==> config.mk <==
export PLATFORM = sky130hd
export DESIGN_NAME = mdlk_unit
export DESIGN_NICKNAME = d
export VERILOG_FILES = /design/src/rtl/mdlk_pkg.sv /design/src/rtl/mdlk_index_calc.sv /design/src/rtl/mdlk_delay.sv /design/src/rtl/mdlk_way_match.sv /design/src/rtl/mdlk_unit.sv
export SDC_FILE = /design/constraint.sdc
export NUM_CORES = 2
export LEC_CHECK = 0
export CORE_ASPECT_RATIO = 0.75
export CORE_UTILIZATION = 45
export CTS_CLUSTER_SIZE = 28
export DETAILED_ROUTE_END_ITERATION = 16
export PLACE_DENSITY_LB_ADDON = 0.25
export SLEW_MARGIN = 20
export SYNTH_ARGS = -nofsm -noshare
export SYNTH_HDL_FRONTEND = slang
export SYNTH_SLANG_ARGS = --single-unit
==> constraint.sdc <==
create_clock -name clk -period 13.3 [get_ports clk]
set_input_delay 2.66 -clock clk [delete_from_list [all_inputs] [get_ports clk]]
set_output_delay 2.66 -clock clk [all_outputs]
set_load 0.01 [all_outputs]
==> src/rtl/mdlk_pkg.sv <==
package mdlk_pkg;
    localparam int NDIM   = 4;
    localparam int IDX_W  = 32;
    localparam int PRM_W  = 8;
    localparam int LS_AW  = 16;
    localparam int WAYS   = 4;
    localparam int TAG_W  = 32;
    localparam int POS_W  = 32;
    localparam int WAY_W  = $clog2(WAYS);
    localparam int LINE_W = WAYS * TAG_W;
    localparam int OPND_W = NDIM * IDX_W;

    typedef logic [NDIM-1:0][IDX_W-1:0] idx_vec_t;

    // geometry operand, low bits first: base, set mask, shifts, bounds, spans
    typedef struct packed {
        logic [NDIM-1:0][PRM_W-1:0] span;
        logic [NDIM-1:0][PRM_W-1:0] bound;
        logic [NDIM-1:0][PRM_W-1:0] shift;
        logic [PRM_W-1:0]           set_mask;
        logic [LS_AW-1:0]           tag_base;
    } lk_cfg_t;

    typedef struct packed {
        logic [TAG_W-1:0] tag;
        logic [PRM_W-1:0] set;
        logic [POS_W-1:0] offset;
        logic [PRM_W-1:0] blk_log2;
    } lk_meta_t;

    localparam int CFG_W = $bits(lk_cfg_t);

    function automatic logic [IDX_W-1:0] ones_below(input logic [PRM_W-1:0] n);
        if (n >= PRM_W'(IDX_W))
            ones_below = '1;
        else
            ones_below = (IDX_W'(1) << n) - IDX_W'(1);
    endfunction
endpackage

==> src/rtl/mdlk_index_calc.sv <==
module mdlk_index_calc
    import mdlk_pkg::*;
(
    input  idx_vec_t         idx,
    input  lk_cfg_t          cfg,
    output lk_meta_t         meta,
    output logic [LS_AW-1:0] rd_addr
);
    logic [NDIM-1:0][IDX_W-1:0] hash_t;
    logic [NDIM-1:0][IDX_W-1:0] tag_f;
    logic [NDIM-1:0][IDX_W-1:0] off_f;

    for (genvar d = 0; d < NDIM; d++) begin : g_dim
        logic [PRM_W-1:0] tag_lo;
        logic [PRM_W-1:0] off_lo;
        logic [PRM_W:0]   sh_next;
        logic [IDX_W-1:0] coord;

        if (d == 0) begin : g_first
            assign tag_lo = '0;
            assign off_lo = '0;
        end else begin : g_upper
            assign tag_lo = cfg.bound[d-1];
            assign off_lo = cfg.span[d-1];
        end

        assign coord     = idx[d] >> cfg.shift[d];
        assign sh_next   = {1'b0, cfg.shift[d]} + (PRM_W+1)'(1);
        assign hash_t[d] = coord ^ (idx[d] >> sh_next);
        assign tag_f[d]  = (coord & ones_below(cfg.bound[d] - tag_lo)) << tag_lo;
        assign off_f[d]  = (idx[d] & ones_below(cfg.shift[d])) << off_lo;
    end

    logic [IDX_W-1:0] hsum;
    logic [TAG_W-1:0] tag_c;
    logic [POS_W-1:0] off_c;

    always_comb begin
        hsum  = '0;
        tag_c = '0;
        off_c = '0;
        for (int i = 0; i < NDIM; i++) begin
            hsum  = hsum + hash_t[i];
            tag_c = tag_c | tag_f[i];
            off_c = off_c | off_f[i];
        end
    end

    assign meta.set      = hsum[PRM_W-1:0] & cfg.set_mask;
    assign meta.tag      = tag_c;
    assign meta.offset   = off_c;
    assign meta.blk_log2 = cfg.span[NDIM-1];
    assign rd_addr       = cfg.tag_base + LS_AW'(meta.set);
endmodule

==> src/rtl/mdlk_delay.sv <==
module mdlk_delay #(
    parameter int W     = 8,
    parameter int DEPTH = 1
) (
    input  logic         clk,
    input  logic         rst,
    input  logic [W-1:0] din,
    output logic [W-1:0] dout
);
    if (DEPTH == 0) begin : g_wire
        assign dout = din;
    end else begin : g_regs
        logic [W-1:0] stg [DEPTH];
        always_ff @(posedge clk) begin
            if (rst) begin
                for (int i = 0; i < DEPTH; i++) stg[i] <= '0;
            end else begin
                stg[0] <= din;
                for (int i = 1; i < DEPTH; i++) stg[i] <= stg[i-1];
            end
        end
        assign dout = stg[DEPTH-1];
    end
endmodule

==> src/rtl/mdlk_way_match.sv <==
module mdlk_way_match
    import mdlk_pkg::*;
(
    input  logic [LINE_W-1:0] line,
    input  logic [TAG_W-1:0]  tag,
    output logic              hit,
    output logic [WAY_W-1:0]  way
);
    logic [WAYS-1:0] eq;

    for (genvar w = 0; w < WAYS; w++) begin : g_way
        logic [TAG_W-1:0] stored;
        assign stored = line[w*TAG_W +: TAG_W];
        assign eq[w]  = (stored == tag) && (stored != '1);
    end

    always_comb begin
        hit = |eq;
        way = '0;
        for (int w = WAYS - 1; w >= 0; w--)
            if (eq[w]) way = WAY_W'(w);
    end
endmodule

==> src/rtl/mdlk_unit.sv <==
module mdlk_unit
    import mdlk_pkg::*;
#(
    parameter int RD_LAT = 6
) (
    input  logic              clk,
    input  logic              rst,
    input  logic              req_valid,
    output logic              req_ready,
    input  logic [OPND_W-1:0] req_idx,
    input  logic [OPND_W-1:0] req_cfg,
    output logic              ls_rd_en,
    output logic [LS_AW-1:0]  ls_rd_addr,
    input  logic [LINE_W-1:0] ls_rd_data,
    output logic              res_valid,
    output logic              res_hit,
    output logic [WAY_W-1:0]  res_way,
    output logic [POS_W-1:0]  res_pos,
    output logic [TAG_W-1:0]  res_tag,
    output logic [PRM_W-1:0]  res_set
);
    localparam int META_W = $bits(lk_meta_t);

    logic ready_q;
    logic accept;
    assign req_ready = ready_q;
    assign accept    = req_valid & ready_q;

    logic unused_cfg_bits;
    assign unused_cfg_bits = ^req_cfg[OPND_W-1:CFG_W];

    lk_meta_t         calc_meta, s1_meta, al_meta;
    logic [LS_AW-1:0] calc_addr, s1_addr;
    logic             s1_v, al_v;

    mdlk_index_calc u_calc (
        .idx     (idx_vec_t'(req_idx)),
        .cfg     (lk_cfg_t'(req_cfg[CFG_W-1:0])),
        .meta    (calc_meta),
        .rd_addr (calc_addr)
    );

    // stage 1: computed fields held while the tag line is requested
    always_ff @(posedge clk) begin
        if (rst) begin
            ready_q <= 1'b0;
            s1_v    <= 1'b0;
            s1_meta <= '0;
            s1_addr <= '0;
        end else begin
            ready_q <= 1'b1;
            s1_v    <= accept;
            if (accept) begin
                s1_meta <= calc_meta;
                s1_addr <= calc_addr;
            end
        end
    end

    assign ls_rd_en   = s1_v;
    assign ls_rd_addr = s1_addr;

    // metadata travels alongside the local-store read
    logic [META_W:0] al_bus;
    mdlk_delay #(.W(META_W + 1), .DEPTH(RD_LAT)) u_align (
        .clk  (clk),
        .rst  (rst),
        .din  ({s1_v, s1_meta}),
        .dout (al_bus)
    );
    assign al_v    = al_bus[META_W];
    assign al_meta = al_bus[META_W-1:0];

    logic             mw_hit;
    logic [WAY_W-1:0] mw_way;
    mdlk_way_match u_match (
        .line (ls_rd_data),
        .tag  (al_meta.tag),
        .hit  (mw_hit),
        .way  (mw_way)
    );

    logic [POS_W-1:0] blk_index, blk_addr, pos_c;
    assign blk_index = POS_W'({al_meta.set, mw_way});
    assign blk_addr  = blk_index << al_meta.blk_log2;
    assign pos_c     = mw_hit ? blk_addr + al_meta.offset : al_meta.offset;

    always_ff @(posedge clk) begin
        if (rst) begin
            res_valid <= 1'b0;
            res_hit   <= 1'b0;
            res_way   <= '0;
            res_pos   <= '0;
            res_tag   <= '0;
            res_set   <= '0;
        end else begin
            res_valid <= al_v;
            if (al_v) begin
                res_hit <= mw_hit;
                res_way <= mw_way;
                res_pos <= pos_c;
                res_tag <= al_meta.tag;
                res_set <= al_meta.set;
            end
        end
    end
endmodule

==> results <==
- The detailed placer's ending HPWL is 182900 um.
- On the final layout, the worst clock skew is between 0.05 and 0.06 ns.
- The number of warnings issued by yosys is 0.
- The most congested layer reported by global routing is met1.
- Counting flops with a built-in enable in the synthesized netlist gives 0.
- The met1 layer usage reported by global route is 0.5731.
- The congestion estimate from routability-driven global placement came to ~1.1.
- The count of cells resized by post-cts repair is 0.
- The worst setup path startpoint is req_cfg[41].
- The number of optimization iterations in the first detailed-route pass is 7.
- The first-iteration detailed-routing DRC count is between 8000 and 9000.
- The final count of pins violating max slew is 0.
- In the synthesized netlist the async set-or-reset flop fraction comes to 0.
- Summing internal, switching and leakage power gives 5.200 mW.
- The maximum level of the CTS H-tree is 2.
- The clock latency reported for the late side of the worst-skew pair is just over 0.6 ns.
- The achievable clock frequency is 0.09013 GHz.
- Setup repair after global routing left no endpoint under its margin.
- The worst pin sits at a relative slew slack of 0.08232.
- Measured on the finished design, the core utilization comes to 0.5239.
- The clock slew seen by the registers of the worst setup and hold paths is about 0.070 ns.
- In the routed design, unresolved DRC markers number 0.
- Before CTS, the worst setup slack after placement is 1.861 ns.
- The data required time of the worst path is around 14 ns.
- In this run the critical register-to-register path is launched from u_align.g_regs.stg[5][79]$_SDFF_PP0_.
- In this run the remaining antenna-violating nets after routing total 0.
- The number of nets produced by synthesis is around 7000.
- The routed length per placed instance is between 20 and 30 um.
- The critical-path cell with the highest stage delay is sky130_fd_sc_hd__clkdlybuf4s50_1.
- The hold violation total from the final report is 0.
- The number of register bits inferred by synthesis is 660.
- The initial antenna violation count is 7.
- For the pin with the worst max-slew slack, the measured transition is 1.362 ns.
- The clock net in this run drives a total of 660 sinks.
- After floorplanning, the core was divided into around 100 placement rows.
- The category of the worst setup path launch point is a primary input.
- Entering global routing, the biggest net connects approximately 120 pins.
- The number of setup buffers added after CTS is 0.
- In the synthesized netlist, the number of instances is ~6300.
- The cell area that synthesis handed to floorplanning was approximately 50000 sq um.
- The dominant synthesized flop cell is sky130_fd_sc_hd__dfxtp_1.
- The final route contains approximately 53000 vias.
- In the global route stage, met3 resource usage came out at 0.1260.
- The effective utilization at floorplan is 0.4569.
- The worst path needs roughly 11 ns of the cycle, external delays included.
- The die covers 110900 sq um.
- The tree is rooted in a sky130_fd_sc_hd__clkbuf_16.
- In this run the deepest clock path goes through 3 buffers.
- The power density relative to cell area is 92.01 nW/um^2.
- In this run the worst hold path is classified as reg2reg.
- Buffers inserted during clock tree synthesis total 53.
- In the finished design, the share of the clock period the worst path needs comes to 0.8342.
- Across the run, the number of max-cap violations was 0.
- The number of buffers inserted for hold repair after clock tree synthesis is 0.
- TritonCTS built the clock tree.
- In the routed layout, each cell is associated on average with a via count of between 6 and 7.
- The endpoint class of the critical path is a flop.
- The vertical extent of the die is about 290 um.
- Setup slack on the critical path of the routed design comes to ~2.2 ns.
- For this run, global-route usage on met2 was measured as 0.5505.
- Summed over all failing endpoints, the final setup total negative slack is 0 ns.
- The largest driver fanout on the critical path is 30.
- Among the stages of the critical path, the cell type that occurs most often is sky130_fd_sc_hd__xnor2_1.
- The number of endpoints failing setup at the final stage is 0.
- The number of port buffers is 472.
- Relative to the synthesized area, the layout overhead comes to 14.68%.
- In the global route stage, overall resource usage came out at 0.3954.
- The number of global-route vias before repair is 47462.
- Each instance of the synthesized netlist takes up on average 7.800 sq um.
- The number of different library cells in the post-synthesis netlist is about 110.
- The final-stage net count is 6942.
- The boundary pin count is a little under 500.
- From left edge to right edge, the die measures 384.1 um.
- The share of layout cells above drive strength 1 is 0.06708.
- The largest single stage delay on the critical path is approximately 1.1 ns.
- The worst slack on hold paths is 0.4061 ns.
- The analysis attributes to cell leakage a power of around 20 nW.
- Across the VDD grid, the largest voltage drop is between 0.1 and 0.15 mV.
- The run finished with clean final reports.
- The overall routed net length is about 230000 um.
- The arrival time of the worst setup path is 11.56 ns.
- The global-route wire length before repair is 328100 um.
- The worst hold path begins at u_align.g_regs.stg[0][9]$_SDFF_PP0_.
- The floorplan step defined a core boundary enclosing 107900 sq um.
- The share of the Yosys chip area taken by registers is 0.2681.
- The setup path with the least slack is of type in2reg.
- After global routing the overflow that remains totals 0.
cell usage after synthesis (all sizes together), types with 50 or more instances:
cell,instances,area share
o21ai,318,0.033
nor4,59,0.0076
buf,114,0.011
nand3,180,0.018
a221oi,50,0.0092
nor3,173,0.018
a211oi,112,0.017
nor2,631,0.048
clkbuf,384,0.029
mux2i,401,0.081
o22ai,132,0.017
dfxtp,660,0.27
xor2,82,0.015
nor2b,530,0.068
o211ai,94,0.015
nand4,92,0.012
nand2,531,0.040
nand2b,51,0.0065
inv,97,0.0074
a21oi,297,0.030
a31oi,91,0.012
xnor2,187,0.033
ha,76,0.019
mux2,83,0.019
cells in the final DEF, fill, tap and decap left out, types with 131 or more instances in the layout:
cell and n:
sky130_fd_sc_hd__a21oi_1 295, sky130_fd_sc_hd__clkdlybuf4s50_1 465, sky130_fd_sc_hd__dfxtp_1 659, sky130_fd_sc_hd__mux2i_1 401, sky130_fd_sc_hd__nand2_1 530, sky130_fd_sc_hd__nand3_1 179, sky130_fd_sc_hd__nor2_1 627, sky130_fd_sc_hd__nor2b_1 528
sky130_fd_sc_hd__nor3_1 172, sky130_fd_sc_hd__o21ai_0 305, sky130_fd_sc_hd__o22ai_1 131, sky130_fd_sc_hd__xnor2_1 187
critical path, delay by kind of cell:
| kind | cells | cell delay [ns] |
|---|---|---|
| XOR/XNOR | 7 | 1.48 |
| adder cells (fa/ha/maj) | 5 | 2.04 |
| AO/OA/AOI/OAI | 10 | 2.28 |
| AND/OR/NAND/NOR | 7 | 1.97 |
| buffers and inverters | 2 | 1.12 |
worst paths after layout:
path | endpoint | slack, ns | cells past startpoint
hold reg to reg | u_align.g_regs.stg[1][9]$_SDFF_PP0_ | 0.41 | 1
setup reg to reg | res_pos[31]$_SDFFE_PP0P_ | 6.19 | 24
hold / removal | u_align.g_regs.stg[1][9]$_SDFF_PP0_ | 0.41 | 1
setup / recovery | ls_rd_addr[15]$_SDFFE_PP0P_ | 2.21 | 31
layout make-up:
| type | instances | area [sq um] |
|---|---|---|
| Tap cell | 1431 | 1790 |
| Antenna cell | 3 | 7.507 |
| Sequential cell | 660 | 13220 |
| Fill cell | 10213 | 51360 |
| Clock buffer | 78 | 1520 |
| Timing Repair Buffer | 585 | 5552 |
| Clock inverter | 17 | 292.8 |
| Inverter | 111 | 416.7 |
| Multi-Input combinational cell | 5049 | 33720 |
metal layers:
layer | share of wire | routed length [um]
met1 | 0.44 | 100800
met2 | 0.39 | 90270
met3 | 0.13 | 31100
met4 | 0.035 | 8052
met5 | 0.00087 | 200
where the power goes:
part           internal [mW]  switching, mW
Sequential              2.03         0.0162
Combinational          0.520          0.999
Clock                  0.916          0.720
Total                   3.46           1.74
flip-flops by register name, summed over array words and instances (netlist names):
signal / count
res_pos: 32
ls_rd_addr: 16
s1_meta: 80
req_ready: 1
ls_rd_en: 1
res_set: 8
res_valid: 1
res_tag: 32
res_way: 2
res_hit: 1
u_align.g_regs.stg: 486
kinds of logic after synthesis:
| group | share of synthesized area |
|---|---|
| flops | 0.2681 |
| compound gates | 0.2356 |
| fa+ha+maj | 0.02701 |
| xor+xnor | 0.04781 |
| simple gates | 0.2501 |
| buf+inv | 0.04854 |
| mux | 0.1228 |
stage by stage:
step                instance area [sq um]  instances
floorplan                           49280       6318
global placement                    54680       7836
detailed placement                  54680       7836
CTS                                 56490       7931
global route                        56510       7932
finish                              56520       7934
Note: power is estimated with default switching activity, not from simulation.
